===== src/rtl/lbus_pkg.sv =====
package lbus_pkg;

    typedef enum logic [1:0] {
        ST_IDLE  = 2'd0,
        ST_ADDR  = 2'd1,
        ST_DATA  = 2'd2,
        ST_RECOV = 2'd3
    } seq_state_t;

    typedef struct packed {
        logic       muxed;
        logic [1:0] nxda;
        logic [1:0] wait_n;
        logic       rdy_en;
        logic       bterm_en;
    } region_cfg_t;

    // Quiet cycles after the last beat of a segment.
    function automatic logic [1:0] recov_len(input logic muxed, input logic [1:0] nxda);
        return (muxed && nxda == 2'd0) ? 2'd1 : nxda;
    endfunction

    // Byte lanes driven: forced full only on the aligned part of a burst read.
    function automatic logic [3:0] lane_sel(input logic write, input logic single,
                                            input logic [3:0] be);
        return (write || single) ? be : 4'b1111;
    endfunction

endpackage


===== src/rtl/lbus_beat_timer.sv =====
module lbus_beat_timer (
    input  logic       clk,
    input  logic       rst,
    input  logic       load,
    input  logic       active,
    input  logic [1:0] wait_cfg,
    input  logic       rdy_en,
    input  logic       ready_n,
    output logic       beat_ok
);
    logic [1:0] wcnt_q;

    always_ff @(posedge clk) begin
        if (rst)
            wcnt_q <= 2'd0;
        else if (load)
            wcnt_q <= wait_cfg;
        else if (active && wcnt_q != 2'd0)
            wcnt_q <= wcnt_q - 2'd1;
    end

    assign beat_ok = active && (wcnt_q == 2'd0) && (!rdy_en || !ready_n);
endmodule


===== src/rtl/lbus_term_logic.sv =====
module lbus_term_logic #(
    parameter int LW        = 8,
    parameter int BURST_MAX = 4,
    parameter int CW        = 3
) (
    input  logic          write,
    input  logic          single,
    input  logic [LW-1:0] rem,
    input  logic [CW-1:0] chunk,
    input  logic          bterm_en,
    input  logic          bterm_n,
    input  logic          rdfifo_full,
    input  logic          wrfifo_empty,
    output logic          blast,
    output logic          end_xfer
);
    logic fifo_stop, chunk_end, hold_on;

    always_comb begin
        fifo_stop = write ? wrfifo_empty : rdfifo_full;
        end_xfer  = (rem == LW'(1)) || fifo_stop;
        chunk_end = !single && (chunk == CW'(BURST_MAX - 1));
        hold_on   = bterm_en && !bterm_n;
        blast     = single || end_xfer || (chunk_end && !hold_on);
    end
endmodule


===== src/rtl/lbus_seq.sv =====
module lbus_seq
    import lbus_pkg::*;
#(
    parameter int AW        = 16,
    parameter int LW        = 8,
    parameter int BURST_MAX = 4
) (
    input  logic          clk,
    input  logic          rst,
    input  logic          req_valid,
    output logic          req_ready,
    input  logic [AW-1:0] req_addr,
    input  logic [3:0]    req_be,
    input  logic          req_write,
    input  logic          req_burst,
    input  logic [LW-1:0] req_len,
    input  logic          cfg_muxed,
    input  logic [1:0]    cfg_nxda,
    input  logic [1:0]    cfg_wait,
    input  logic          cfg_rdy_en,
    input  logic          cfg_bterm_en,
    input  logic          rdfifo_full,
    input  logic          wrfifo_empty,
    input  logic          lb_ready_n,
    input  logic          lb_bterm_n,
    output logic          lb_ads,
    output logic          lb_dvalid,
    output logic          lb_beat_done,
    output logic          lb_blast,
    output logic          lb_wr,
    output logic [3:0]    lb_be,
    output logic [AW-1:0] lb_addr
);
    localparam int CW = $clog2(BURST_MAX + 1);

    seq_state_t    state_q;
    region_cfg_t   cfg_q;
    logic [AW-1:0] addr_q;
    logic [3:0]    be_q;
    logic          wr_q, single_q, done_q;
    logic [LW-1:0] rem_q;
    logic [CW-1:0] chunk_q;
    logic [1:0]    rcnt_q;

    logic          in_data, beat_ok, beat_done, blast_c, end_c, tload;
    logic [1:0]    rec_n;
    logic [AW-1:0] word_next;

    assign in_data   = (state_q == ST_DATA);
    assign beat_done = in_data && beat_ok;
    assign tload     = (state_q == ST_ADDR) || (beat_done && !blast_c);
    assign rec_n     = recov_len(cfg_q.muxed, cfg_q.nxda);
    assign word_next = {addr_q[AW-1:2] + 1'b1, 2'b00};

    lbus_beat_timer u_timer (
        .clk      (clk),
        .rst      (rst),
        .load     (tload),
        .active   (in_data),
        .wait_cfg (cfg_q.wait_n),
        .rdy_en   (cfg_q.rdy_en),
        .ready_n  (lb_ready_n),
        .beat_ok  (beat_ok)
    );

    lbus_term_logic #(.LW(LW), .BURST_MAX(BURST_MAX), .CW(CW)) u_term (
        .write        (wr_q),
        .single       (single_q),
        .rem          (rem_q),
        .chunk        (chunk_q),
        .bterm_en     (cfg_q.bterm_en),
        .bterm_n      (lb_bterm_n),
        .rdfifo_full  (rdfifo_full),
        .wrfifo_empty (wrfifo_empty),
        .blast        (blast_c),
        .end_xfer     (end_c)
    );

    always_ff @(posedge clk) begin
        if (rst) begin
            state_q  <= ST_IDLE;
            cfg_q    <= '0;
            addr_q   <= '0;
            be_q     <= '0;
            wr_q     <= 1'b0;
            single_q <= 1'b0;
            done_q   <= 1'b0;
            rem_q    <= '0;
            chunk_q  <= '0;
            rcnt_q   <= '0;
        end else begin
            unique case (state_q)
                ST_IDLE: if (req_valid) begin
                    cfg_q    <= '{muxed: cfg_muxed, nxda: cfg_nxda, wait_n: cfg_wait,
                                  rdy_en: cfg_rdy_en, bterm_en: cfg_bterm_en};
                    addr_q   <= req_addr;
                    be_q     <= req_be;
                    wr_q     <= req_write;
                    single_q <= !req_burst || (req_addr[1:0] != 2'b00);
                    rem_q    <= (!req_burst || req_len == '0) ? LW'(1) : req_len;
                    state_q  <= ST_ADDR;
                end
                ST_ADDR: begin
                    chunk_q <= '0;
                    state_q <= ST_DATA;
                end
                ST_DATA: if (beat_done) begin
                    rem_q <= rem_q - 1'b1;
                    if (blast_c) begin
                        done_q <= end_c;
                        if (!end_c) begin
                            addr_q   <= word_next;
                            single_q <= 1'b0;
                        end
                        if (rec_n == 2'd0)
                            state_q <= end_c ? ST_IDLE : ST_ADDR;
                        else begin
                            rcnt_q  <= rec_n;
                            state_q <= ST_RECOV;
                        end
                    end else begin
                        addr_q  <= addr_q + AW'(4);
                        chunk_q <= chunk_q + 1'b1;
                    end
                end
                ST_RECOV: begin
                    if (rcnt_q == 2'd1)
                        state_q <= done_q ? ST_IDLE : ST_ADDR;
                    else
                        rcnt_q <= rcnt_q - 2'd1;
                end
                default: state_q <= ST_IDLE;
            endcase
        end
    end

    assign req_ready    = (state_q == ST_IDLE);
    assign lb_ads       = (state_q == ST_ADDR);
    assign lb_dvalid    = in_data;
    assign lb_beat_done = beat_done;
    assign lb_blast     = in_data && blast_c;
    assign lb_wr        = wr_q;
    assign lb_be        = (lb_ads || in_data) ? lane_sel(wr_q, single_q, be_q) : 4'b0000;
    assign lb_addr      = addr_q;
endmodule


===== config.mk =====
export PLATFORM = sky130hd
export DESIGN_NAME = lbus_seq
export DESIGN_NICKNAME = d
export VERILOG_FILES = /design/src/rtl/lbus_pkg.sv /design/src/rtl/lbus_beat_timer.sv /design/src/rtl/lbus_term_logic.sv /design/src/rtl/lbus_seq.sv
export SDC_FILE = /design/constraint.sdc
export NUM_CORES = 1
export LEC_CHECK = 0
export ABC_CLOCK_PERIOD_IN_PS = 2800
export BUFFER_PORTS_ARGS = -buffer_cell sky130_fd_sc_hd__buf_4
export CAP_MARGIN = 20
export CORE_MARGIN = 2
export CORE_UTILIZATION = 53
export DETAILED_ROUTE_END_ITERATION = 8
export GPL_ROUTABILITY_DRIVEN = 0
export GPL_TIMING_DRIVEN = 0
export HOLD_SLACK_MARGIN = 0.15
export PLACE_DENSITY = 0.84
export SETUP_SLACK_MARGIN = 0.15
export SYNTH_ARGS = -nofsm -noshare
export SYNTH_HDL_FRONTEND = slang
export SYNTH_SLANG_ARGS = --single-unit

===== constraint.sdc =====
create_clock -name clk -period 2.8 [get_ports clk]
set_clock_uncertainty 0.05 [all_clocks]
set_input_delay 0.56 -clock clk [delete_from_list [all_inputs] [get_ports clk]]
set_output_delay 0.56 -clock clk [all_outputs]
set_load 0.01 [all_outputs]

Yosys cells after proc, flatten, opt, wreduce, memory -nomap -nowiden

Cells that the tools add are included.

Register bits: 47
RAM bits: 0
Memories: 0
ROM bits: 0
Latch bits: 0

Add/subtract/negate cells: 6
Multipliers: 0
Order comparisons: 0
Shifts and indexed selects: 0
Bitwise gates (word level): 0
Reductions and logical operators: 45
Divide/modulo/power cells: 0
Muxes and demuxes: 36
Eq/ne operators: 15

Operators with widths:

| operator              | count |
|---|---|
| $mux 16               | 4 |
| $pmux 16 s2           | 1 |
| $mux 2                | 12 |
| $mux 8                | 3 |
| $add 16x3->16 const B | 1 |
| $pmux 8 s2            | 1 |
| $add 14x1->14 const B | 1 |
| $ne 2x2->1 const B    | 6 |
| $reduce_bool 2->1     | 6 |
| $logic_and 1x1->1     | 10 |
| $reduce_and 5->1      | 2 |
| $logic_or 1x1->1      | 9 |
| $reduce_and 3->1      | 3 |
| $eq 8x1->1 const B    | 1 |
| $logic_not 2->1       | 4 |
| $logic_not 8->1       | 1 |
| $mux 4                | 2 |
| $pmux 2 s4            | 1 |
| $reduce_and 4->1      | 2 |
| $sub 8x1->8 const B   | 1 |
| $logic_not 1->1       | 7 |
| $mux 1                | 7 |
| $mux 3                | 2 |
| $pmux 3 s2            | 1 |
| other kinds (10)      | 14 |

Depth between registers and ports, before layout

Word-level depth: 9
Depth in mapped cells: 8
Mapped depth without buffers: 8

Hierarchy

Synthesis repeated with hierarchy kept, for this count alone.

Cell total of the unflattened synthesis: 352
Area total of the unflattened synthesis: 2752.6 µm²

Modules (own cells, without submodules):

| module          | instances | area each (µm²) | seq. area each (µm²) | cells each |
|---|---|---|---|---|
| lbus_seq        | 1         | 2563.7          | 900.9                | 329 |
| lbus_beat_timer | 1         | 135.1           | 40.0                 | 16 |
| lbus_term_logic | 1         | 53.8            | 0.0                  | 7 |

Least setup slack after synthesis

Ideal clock, no wire load.

Path kind: reg-to-output
From: register state_q[0]
To: output port lb_blast
Arrival: 1529 ps
Setup slack: 661 ps
Data required time: 2190 ps
Buffers on the path: 2
Stages on the path, launching flop included: 7
Cells stage by stage: dfxtp_1 -> inv_1 -> ha_1 -> inv_2 -> clkbuf_1 -> clkbuf_1 -> a21oi_1

Longest elaborated chain between the ends: 2

Ends and longest elaborated chain:

| what                     | RTL line        | RTL |
|---|---|---|
| start: declaration       | lbus_seq.sv:36  | `seq_state_t state_q;` |
| start signal: assignment | lbus_seq.sv:116 | `state_q <= end_c ? ST_IDLE : ST_ADDR;` |
| start signal: assignment | lbus_seq.sv:128 | `state_q <= done_q ? ST_IDLE : ST_ADDR;` |
| $eq 2x2->1               | lbus_seq.sv:49  | `assign in_data = (state_q == ST_DATA);` |
| named net lb_dvalid      | lbus_seq.sv:27  | `output logic lb_dvalid,` |
| $logic_and 1x1->1        | lbus_seq.sv:141 | `assign lb_blast = in_data && blast_c;` |
| end: declaration         | lbus_seq.sv:29  | `output logic lb_blast,` |

The timed path passes the listed nets, and every way through them passes these cells.

Worst setup path after layout

From: register state_q[0]
To: output port lb_blast

Longest elaborated chain between the ends: 2

Ends and longest elaborated chain:

| what              | RTL line |
|---|---|
| $eq 2x2->1        | lbus_seq.sv:49 |
| $logic_and 1x1->1 | lbus_seq.sv:141 |

No other way between the ends.

==> qor.csv <==
metric,value,unit
cts.sinks,47,
wl,7690,um
p_leak,1.37,nW
rsz0062_at_grt,false,
die_y,74.6,um
via_per_inst,6.02,
path_class,reg2out,
synth.area.top_cells,"dfxtp_1 36%, a21oi_1 8.5%, nand2_1 7.8%",
syn_nets,402,
grt_use_total,28.8,%
final_cell_mix,"69 x buf_4, 55 x nand2_1, 47 x dfxtp_1",
period_minus_slack,2.56,ns
synth_area,0.00264,sq mm
cts-root-buf,clkbuf_8,
clk_latency,0.30,ns
cp-end-kind,primary output,
vias,2950,
antenna_found_initial,0,
cp-start-kind,register,
ys_ff_latch,47,
slew_viol_final,0,
synth-edff-count,0,
hpwlAfterDp,5710,um
drt-initial-drc-count,307,
drt-wirelength-per-cell,15.7,um
cts_tree,built,
hold_violations,0,
fill_cells,426,
drv_cap,0,
grt-ovfl-total,0,
final_util,70.4,%
drt_first_pass_iters,5,
finalCritPeriodShare,91.4,%
multi_input_area,0.00159,sq mm
grt_pass1_wl,12300,um
syn_inst,347,
numPortBuffers,69,
grt_max_degree,17,
avgSynthCellArea,7.62,sq um
dpl_cell_area,0.00325,sq mm
drtAntennaViolNets,0,
core,0.00475,sq mm
clkSlewWorstSetupHoldPaths,0.08,ns
p_per_area,949,mW/mm^2
cts_max_path_buffers,2,
final_cell_area,0.00335,sq mm
ios,70,
ys_types,51,
seq_area_frac_synth,35.6,%
finalSetupViolations,0,
nets,477,
die_w,74.6,um
ys.flop_type,dfxtp_1,
hold_class,reg2reg,
outcome,"complete, no violations",
drc_errors,0,
synth_top_area_share,35.6,%
max_clock_freq,391,MHz
start_util,55.6,%
syn_to_final_growth,26.6,%
die-area,0.00557,sq mm
final-seq-area,941,sq um
synthArstFlopShare,0,%
finalSetupTns,0,ns
required,2.19,ns
drive_above_1_share,20.1,%
peakVddDrop,0.645,mV
rows,25,
worstMarginPinSlew,0.729,ns
yosysWarnings,0,
antenna_cells,0,
worstPathMaxFanout,16,
synth_top_cell_by_area,dfxtp_1,
relSlewSlack,50.9,%
final_common_cell,buf_4,
arrival,1.95,ns
numCtsBuffers,5,
grt_pass1_vias,2717,
h-tree-depth,2,
[power breakdown]
group	total, W	internal (W)	switching (W)	leakage, nW
registers	0.00104	0.000854	0.000185	0.386
logic	0.00169	0.000702	0.000989	0.929
clock network	0.000447	0.000226	0.000221	0.0515
total	0.00318	0.00178	0.00139	1.37
[cells by family after synthesis]
family,Yosys count,share of synthesized area [%]
flip-flops,47,35.6
buffers and inverters,31,4.45
AO/OA/AOI/OAI,117,29.6
AND/OR/NAND/NOR,137,23.7
XOR/XNOR,1,0.331
multiplexers,3,1.14
adder cells (fa/ha/maj),11,5.21
[worst max-delay path: stages, from the launching register on]
cell	delay [ns]
dfxtp_1	0.41
inv_1	0.09
ha_1	0.31
inv_2	0.28
clkbuf_4	0.31
a21oi_1	0.06
buf_4	0.17
[timing repair]
item | in CTS | in global routing
setup endpoints to repair | 1 | 2
gates resized for setup | 1 | 4
hold buffers | 0 | 0
endpoints found under the hold margin | 0 | 0
setup buffers | 0 | 0
[per-layer routing]
metal,track usage [%],vias to the layer above,wire (um)
met4,10.9,0,118
li1,-,1404,-
met2,48.4,174,3660
met3,5.89,17,675
met1,36.6,1355,3240
met5,0,-,0
[synth_stat cells (all sizes together), types with 2 or more instances]
cell type and n:
a21oi 45, nor2 34, nand3 10, or3 5, a22oi 2, nand2b 5
inv 15, a211oi 8, a21o 6, ha 11, nand2 55, nor4 5
nor2b 6, buf 3, o2bb2ai 2, o22ai 2, a22o 2, a31oi 3
nor3 8, a211o 3, o21a 6, mux2i 3, o21ai 17, clkbuf 13
a32o 7, dfxtp 47, nand4 2, a311oi 2, o32ai 2
[per-stage QoR]
step / power (W) / worst slack (ns) / cells / hold WS [ns]
3_5_place_dp: 0.00270 / 0.0276 / 483 / 0.397
5_1_grt: 0.00340 / 0.152 / 490 / 0.433
4_1_cts: 0.00314 / 0.162 / 490 / 0.408
6_report: 0.00318 / 0.241 / 490 / 0.408
3_3_place_gp: 0.00266 / 0.0733 / 483 / 0.395
2_1_floorplan: 0.00210 / 0.661 / 347 / 0.386
[registers in the layout, summed over array words and instances (netlist names)]
signal,count
cfg_q,7
rem_q,8
rcnt_q,2
state_q,2
chunk_q,3
done_q,1
single_q,1
be_q,4
lb_addr,16
u_timer.wcnt_q,2
lb_wr,1
[worst paths after layout]
check	startpoint	slack, ns	cells past startpoint	end
hold reg to reg	cfg_q[0]$_SDFFE_PP0P_	0.41	2	cfg_q[0]$_SDFFE_PP0P_
setup reg to reg	state_q[0]$_SDFFE_PP0P_	0.32	7	lb_addr[6]$_SDFFE_PP0P_
hold / removal	cfg_q[0]$_SDFFE_PP0P_	0.41	2	cfg_q[0]$_SDFFE_PP0P_
setup / recovery	state_q[0]$_SDFFE_PP0P_	0.24	6	lb_blast
[layout make-up]
cell class / instances / share of cell area, %
inverter: 15 / 1.68
sequential: 47 / 28.1
buffer: 15 / 1.87
clock buffer: 8 / 2.99
tap: 67 / 2.50
timing repair buffer: 69 / 15.5
multi-input combinational: 269 / 47.4
(Power assumes the default switching activity.)
